File: src/rtl/ecc_diag_pkg.sv
package ecc_diag_pkg;

    localparam int DEF_DATA_W = 64;
    localparam int DEF_CHK_W  = 8;
    localparam int DEF_CNT_W  = 4;

    typedef enum logic [1:0] {
        KIND_NONE   = 2'b00,
        KIND_SINGLE = 2'b01,
        KIND_MULTI  = 2'b10
    } err_kind_e;

    typedef struct packed {
        logic multi;
        logic single;
    } err_flags_t;

    function automatic err_kind_e classify(input err_flags_t f);
        if (f.multi)
            return KIND_MULTI;
        else if (f.single)
            return KIND_SINGLE;
        else
            return KIND_NONE;
    endfunction

    function automatic logic any_error(input err_flags_t f);
        return f.multi | f.single;
    endfunction

endpackage

File: src/rtl/diag_sat_counter.sv
module diag_sat_counter #(
    parameter int CNT_W = 4
) (
    input  logic             clk,
    input  logic             rst,
    input  logic             inc,
    output logic [CNT_W-1:0] count
);
    localparam logic [CNT_W-1:0] CNT_MAX = {CNT_W{1'b1}};

    logic [CNT_W-1:0] count_q;
    logic             at_max;

    assign at_max = (count_q == CNT_MAX);

    always_ff @(posedge clk) begin
        if (rst)
            count_q <= '0;
        else if (inc && !at_max)
            count_q <= count_q + 1'b1;
    end

    assign count = count_q;
endmodule

File: src/rtl/diag_syn_track.sv
module diag_syn_track #(
    parameter int CHK_W = 8
) (
    input  logic             clk,
    input  logic             rst,
    input  logic [CHK_W-1:0] syn_in,
    output logic [CHK_W-1:0] syn_q
);
    always_ff @(posedge clk) begin
        if (rst)
            syn_q <= '0;
        else
            syn_q <= syn_in;
    end
endmodule

File: src/rtl/diag_snapshot.sv
module diag_snapshot
    import ecc_diag_pkg::*;
#(
    parameter int DATA_W = 64,
    parameter int CHK_W  = 8
) (
    input  logic              clk,
    input  logic              rst,
    input  err_flags_t        flags,
    input  logic [CHK_W-1:0]  chk_in,
    input  logic [CHK_W-1:0]  syn_in,
    input  logic [DATA_W-1:0] data_in,
    output logic              valid,
    output logic [CHK_W-1:0]  chk_q,
    output logic [CHK_W-1:0]  syn_q,
    output err_kind_e         kind_q,
    output logic [DATA_W-1:0] data_q
);
    localparam int BYTES = (DATA_W + 7) / 8;

    logic take;

    assign take = any_error(flags) && !valid;

    always_ff @(posedge clk) begin
        if (rst) begin
            valid  <= 1'b0;
            chk_q  <= '0;
            syn_q  <= '0;
            kind_q <= KIND_NONE;
        end else if (take) begin
            valid  <= 1'b1;
            chk_q  <= chk_in;
            syn_q  <= syn_in;
            kind_q <= classify(flags);
        end
    end

    // The data word is held in byte lanes that all share one load strobe.
    for (genvar b = 0; b < BYTES; b++) begin : g_lane
        localparam int LO = b * 8;
        localparam int HI = ((b * 8 + 7) < DATA_W) ? (b * 8 + 7) : (DATA_W - 1);
        always_ff @(posedge clk) begin
            if (rst)
                data_q[HI:LO] <= '0;
            else if (take)
                data_q[HI:LO] <= data_in[HI:LO];
        end
    end
endmodule

File: src/rtl/ecc_diag_logger.sv
module ecc_diag_logger
    import ecc_diag_pkg::*;
#(
    parameter int DATA_W = DEF_DATA_W,
    parameter int CHK_W  = DEF_CHK_W,
    parameter int CNT_W  = DEF_CNT_W
) (
    input  logic              clk,
    input  logic              rst,
    input  logic [CHK_W-1:0]  chk_in,
    input  logic [CHK_W-1:0]  syn_in,
    input  logic              err_single,
    input  logic              err_multi,
    input  logic [DATA_W-1:0] data_in,
    output logic [CNT_W-1:0]  err_count,
    output logic              cap_valid,
    output logic [CHK_W-1:0]  cap_chk,
    output logic [CHK_W-1:0]  cap_syn,
    output logic [1:0]        cap_kind,
    output logic [DATA_W-1:0] cap_data,
    output logic [CHK_W-1:0]  live_syn
);
    err_flags_t flags;
    err_kind_e  kind_w;

    assign flags.single = err_single;
    assign flags.multi  = err_multi;

    diag_sat_counter #(.CNT_W(CNT_W)) u_count (
        .clk   (clk),
        .rst   (rst),
        .inc   (any_error(flags)),
        .count (err_count)
    );

    diag_snapshot #(.DATA_W(DATA_W), .CHK_W(CHK_W)) u_snap (
        .clk     (clk),
        .rst     (rst),
        .flags   (flags),
        .chk_in  (chk_in),
        .syn_in  (syn_in),
        .data_in (data_in),
        .valid   (cap_valid),
        .chk_q   (cap_chk),
        .syn_q   (cap_syn),
        .kind_q  (kind_w),
        .data_q  (cap_data)
    );

    assign cap_kind = kind_w;

    diag_syn_track #(.CHK_W(CHK_W)) u_syn (
        .clk    (clk),
        .rst    (rst),
        .syn_in (syn_in),
        .syn_q  (live_syn)
    );
endmodule

File: config.mk
export PLATFORM = sky130hd
export DESIGN_NAME = ecc_diag_logger
export DESIGN_NICKNAME = d
export VERILOG_FILES = /design/src/rtl/ecc_diag_pkg.sv /design/src/rtl/diag_sat_counter.sv /design/src/rtl/diag_syn_track.sv /design/src/rtl/diag_snapshot.sv /design/src/rtl/ecc_diag_logger.sv
export SDC_FILE = /design/constraint.sdc
export NUM_CORES = 1
export LEC_CHECK = 0
export ABC_CLOCK_PERIOD_IN_PS = 2400
export BUFFER_PORTS_ARGS = -buffer_cell sky130_fd_sc_hd__buf_2
export CAP_MARGIN = 5
export CORE_UTILIZATION = 40
export CTS_BUF_LIST = sky130_fd_sc_hd__clkbuf_16
export DETAILED_ROUTE_END_ITERATION = 12
export PLACE_DENSITY = 0.83
export SETUP_SLACK_MARGIN = 0.05
export SLEW_MARGIN = 20
export SYNTH_ARGS = -nofsm -noshare
export SYNTH_HDL_FRONTEND = slang
export SYNTH_HIERARCHICAL = 1
export SYNTH_SLANG_ARGS = --single-unit
File: constraint.sdc
create_clock -name clk -period 2.4 [get_ports clk]
set_clock_uncertainty 0.15 [all_clocks]
set_input_delay 0.24 -clock clk [delete_from_list [all_inputs] [get_ports clk]]
set_output_delay 0.24 -clock clk [all_outputs]
set_load 0.005 [all_outputs]
* Yosys cells after proc, flatten, opt, wreduce, memory -nomap -nowiden
Index checks and enable logic that the tools add are counted.
Word-level totals: register bits 95, output and inout bits 95, logic and storage cells 23
Operators by class: add/subtract/negate cells 1, equal/unequal tests 1, mux-type cells 2, bitwise gates (word level) 1, reductions and logical operators 4
Operators with widths (number):
- $add A4 B1 Y4 const B | 1
- $eq A4 B4 Y1 const B | 1
- $logic_and A1 B1 Y1 | 2
- $logic_not A1 Y1 | 2
- $mux W2 | 1
- $mux W1 | 1
- $or A1 B1 Y1 | 1

* Longest topological paths before layout
word-level depth 3, depth in mapped cells 5

* Hierarchy
The synthesis kept the hierarchy.
Modules (own cells, without submodules):
- diag_snapshot | times used 1, cells each 360, area each 3099.2 um^2, seq. area each 1661.6 um^2
- diag_syn_track | times used 1, cells each 16, area each 210.2 um^2, seq. area each 160.2 um^2
- diag_sat_counter | times used 1, cells each 20, area each 209.0 um^2, seq. area each 80.1 um^2
- ecc_diag_logger | times used 1, cells each 1, area each 6.3 um^2, seq. area each 0.0 um^2

* Least setup slack after synthesis
OpenSTA, ideal clock, no wires.
path type register -> register, from register u_count.count_q[0] (netlist: u_count/count[0]), to register u_count.count_q[0] (netlist: u_count/count[0]), data arrival time 1144 ps, path slack 984 ps, cell stages (with the launch flop) 5, clock period less this slack 1416 ps, cells stage by stage dfxtp_1 > ha_1 > and3_4 > nor2b_4 > mux2_4
On the way: word-level cells in the longest chain between the ends 3
RTL lines:
- start, declared | line diag_sat_counter.sv:11 | logic [CNT_W-1:0] count_q;
- start signal, assigned | line diag_sat_counter.sv:20 | count_q <= count_q + 1'b1;
- branches (longest 3 deep; another with $add A4 B1 Y4)
Several ways; the timed one is not identified. A chain may end at the register's enable or synchronous reset.

* Worst setup path after layout
from register u_snap.valid, to register u_snap.data_q[20]
On the way: word-level cells in the longest chain between the ends 2
RTL lines:
- start, declared | line diag_snapshot.sv:13 | output logic valid,
- start signal, assigned | line diag_snapshot.sv:27 | valid <= 1'b0;
- start signal, assigned | line diag_snapshot.sv:32 | valid <= 1'b1;
- $logic_not A1 Y1 | line diag_snapshot.sv:23 | assign take = any_error(flags) && !valid;
- $logic_and A1 B1 Y1 | line diag_snapshot.sv:23
- end signal, assigned by index | line diag_snapshot.sv:47 | data_q[HI:LO] <= data_in[HI:LO];
- end, declared | line diag_snapshot.sv:17 | output logic [DATA_W-1:0] data_q
Every way passes these cells.

==> summary.txt <==
Die
  – Total core area: 8380 um^2
  – Core Rows: 33
  – Die Span X: 95.9 um
  – DIE HEIGHT: 95.9 um
  – I/O pins: 179
  – Die area: 9190 um^2
  – Initial core utilization: 42.1%

Power
  – Maximum vdd drop: 323 uV
  – Power per cell area: 702 nW/um^2
  – P_leak: 2.40 nW

GRT
  – Largest net degree at the start of global routing: 81
  – GRT Overall Usage: 18.5%
  – Vias in the first global route: 3,117
  – Initial antenna violation count: 0
  – First-pass GRT wire length: 13,300 um
  – Total gr overflow: 0

Job
  – Max-cap violations: 0

Routing
  – Via/cell ratio: 4.68
  – DRT Pass-1 Iters: 4
  – Vias: 3,363
  – Final ANT Viol Nets: 0
  – Post-Route WL: 8840 um
  – Starting DRT DRC Count: 95
  – Per-cell routed wire length: 12.3 um
  – DRC errors left: 0

Place
  – PortBufs: 178
  – GPL Wtd Cong: 0.762
  – Post-DP HPWL: 5660 um
  – Pre-CTS setup slack: 0.844 ns

Final layout
  – FILL cells: 675
  – Nets: 693
  – Most frequent cells in the layout: 177 x buf_2, 160 x nand2_1, 95 x dfxtp_1
  – Layout cells sized above 1: 38.8%
  – Diode count: 0
  – P&R area growth vs syn: 45.8%
  – Most common cell after layout, fill and taps aside: buf_2

Clock tree
  – Clock-pin slew on the worst setup and hold paths: 0.06 ns
  – CTS buffer count: 9
  – Root Buffer: clkbuf_16
  – CTS tree: done
  – CTS resizes: 0
  – Clock Tree Buf Depth: 2
  – H-tree levels: 3
  – Latest clock arrival within the worst-skew pair: 0.32 ns
  – Clock Sinks: 95

Critical path
  – Crit end category: register
  – Critical path fanouts, max: 80
  – Crit path kind: register to register
  – CP required: 2.49 ns
  – Worst setup SP type: register
  – Arrival @ worst endpoint: 1.56 ns

Timing
  – # setup viols final: 0
  – RSZ-0062 raised after global routing: no
  – Fin crit period: 1.47 ns
  – Fmax achieved: 679 MHz
  – Fin. max-slew vios: 0
  – Fin. Hold Viols: 0
  – Tcrit/Tclk final: 61.3%
  – Fin Setup TNS: 0 ns
  – Final worst slack: 0.928 ns
  – Worst Tran Pin Value: 0.570 ns
  – Rel. slew slack: 62.0%

Logic synthesis
  – Post-Synth Simple-Gate Area: 21.5%
  – Post-synthesis xor/xnor area fraction: 0%
  – Share of the synthesized area in the top cell type: 54.0%
  – YS warnings: 6
  – Complex-gate fraction of the synthesized area: 16.5%
  – Sequential share of the synthesized area: 54.0%
  – Unique masters post-synth: 26
  – Synth Area in Adders: 0.355%
  – Yosys top cell by area: dfxtp_1
  – Largest family of logic cells by synthesized area: simple AND/OR/NAND/NOR gates
  – Seq cells post-synth: 95
  – Mux cell area share after synthesis: 0.710%
  – Avg Cell Area, Syn: 8.88 um^2
  – Synthesized cell area: 3520 um^2
  – Synth area leaders: dfxtp_1 54%, nand2_1 17%, a21oi_2 8.9%
  – Post-Syn Instances: 397
  – Syn_nets: 482

Hold path
  – HP Class: input pin to register

Run status
  – Status: finished, final reports clean
[power breakdown]
group          leakage [nW]  switching, W  internal (W)
logic                  1.48      0.000256      0.000260
registers             0.783     0.0000514       0.00168
clock network         0.140      0.000565      0.000798
[synthesized netlist by cell type]
library cell and count:
nand2_1 160, dfxtp_1 95, a21oi_1 47, a21oi_2 36
buf_6 18, nor2b_1 9, clkbuf_1 5, buf_2 4
nand2b_1 3, nor2_1 3, nor3_1 2, a211oi_1 1
and2b_1 1, and3_4 1, and4b_2 1, ha_1 1
inv_1 1, mux2_4 1, mux2i_1 1, nand4_1 1
nor2b_4 1, o21ai_0 1, o21ba_1 1, o21bai_1 1
or2_0 1, or2_1 1
[flip-flops by register name, indices dropped and copies added, names as in the netlist]
| name | count |
|---|---|
| u_snap/kind_q | 2 |
| u_snap/chk_q | 8 |
| u_snap/data_q | 64 |
| u_snap/valid | 1 |
| u_syn/syn_q | 8 |
| u_count/count | 4 |
| u_snap/syn_q | 8 |
[per-layer routing]
| metal | track usage [%] | share of wire [%] | vias up |
|---|---|---|---|
| met5 | 0 | 0 | - |
| met4 | 7.71 | 1.4 | 0 |
| met3 | 4.58 | 6.4 | 12 |
| met2 | 35.5 | 51 | 138 |
| met1 | 18.9 | 41 | 1518 |
| li1 | - | - | 1695 |
[cells by family (layout without fill, tap and decap cells)]
group	after synthesis	after routing
muxes	2	2
and+or+nand+nor	184	184
buffers and inverters	28	244
DFF	95	95
adders and majority gates	1	1
AOI/OAI and AO/OA	87	87
[worst max-delay path, stage by stage (launching register included)]
cell and delay, ns:
dfxtp_1 0.34, o21ba_2 0.27, buf_12 0.29, nand2_1 0.10
a21oi_1 0.18
[path summary, 6_finish.rpt]
| path | cells past startpoint | endpoint | from | slack, ns |
|---|---|---|---|---|
| setup / recovery | 4 | u_snap/data_q[20] | u_snap/valid | 0.93 |
| hold / removal | 2 | u_syn/syn_q[1] | syn_in[1] | 0.008 |
| setup reg to reg | 4 | u_snap/data_q[20] | u_snap/valid | 0.93 |
| hold reg to reg | 2 | u_snap/data_q[54] | u_snap/data_q[54] | 0.30 |
[cell type report]
cell class | instances | area (um^2) | area share [%]
multi-input cells | 274 | 1390 | 27.0
flip-flops and latches | 95 | 1900 | 37.0
clock buffers | 9 | 225 | 4.38
well taps | 105 | 131 | 2.56
repair buffers | 227 | 1420 | 27.7
inverters | 1 | 3.75 | 0.0730
clock inverters | 7 | 63.8 | 1.24
[metrics by stage]
step,std cells,utilization (%),cell area (um^2),hold WS [ns],power (W)
3_5_place_dp,657,52.5,4400,0.296,0.00222
6_report,718,61.3,5140,0.00776,0.00361
5_1_grt,718,61.3,5140,0.00188,0.00379
2_1_floorplan,397,-,3520,0.159,0.00203
4_1_cts,715,60.9,5110,0.000578,0.00366
3_3_place_gp,657,52.5,4400,0.288,0.00220
[timing repair]
action,in CTS,in global routing
hold buffers,42,3
hold endpoints to repair,42,3
buffers inserted,0,0
Note: power is estimated with default switching activity, not from simulation.
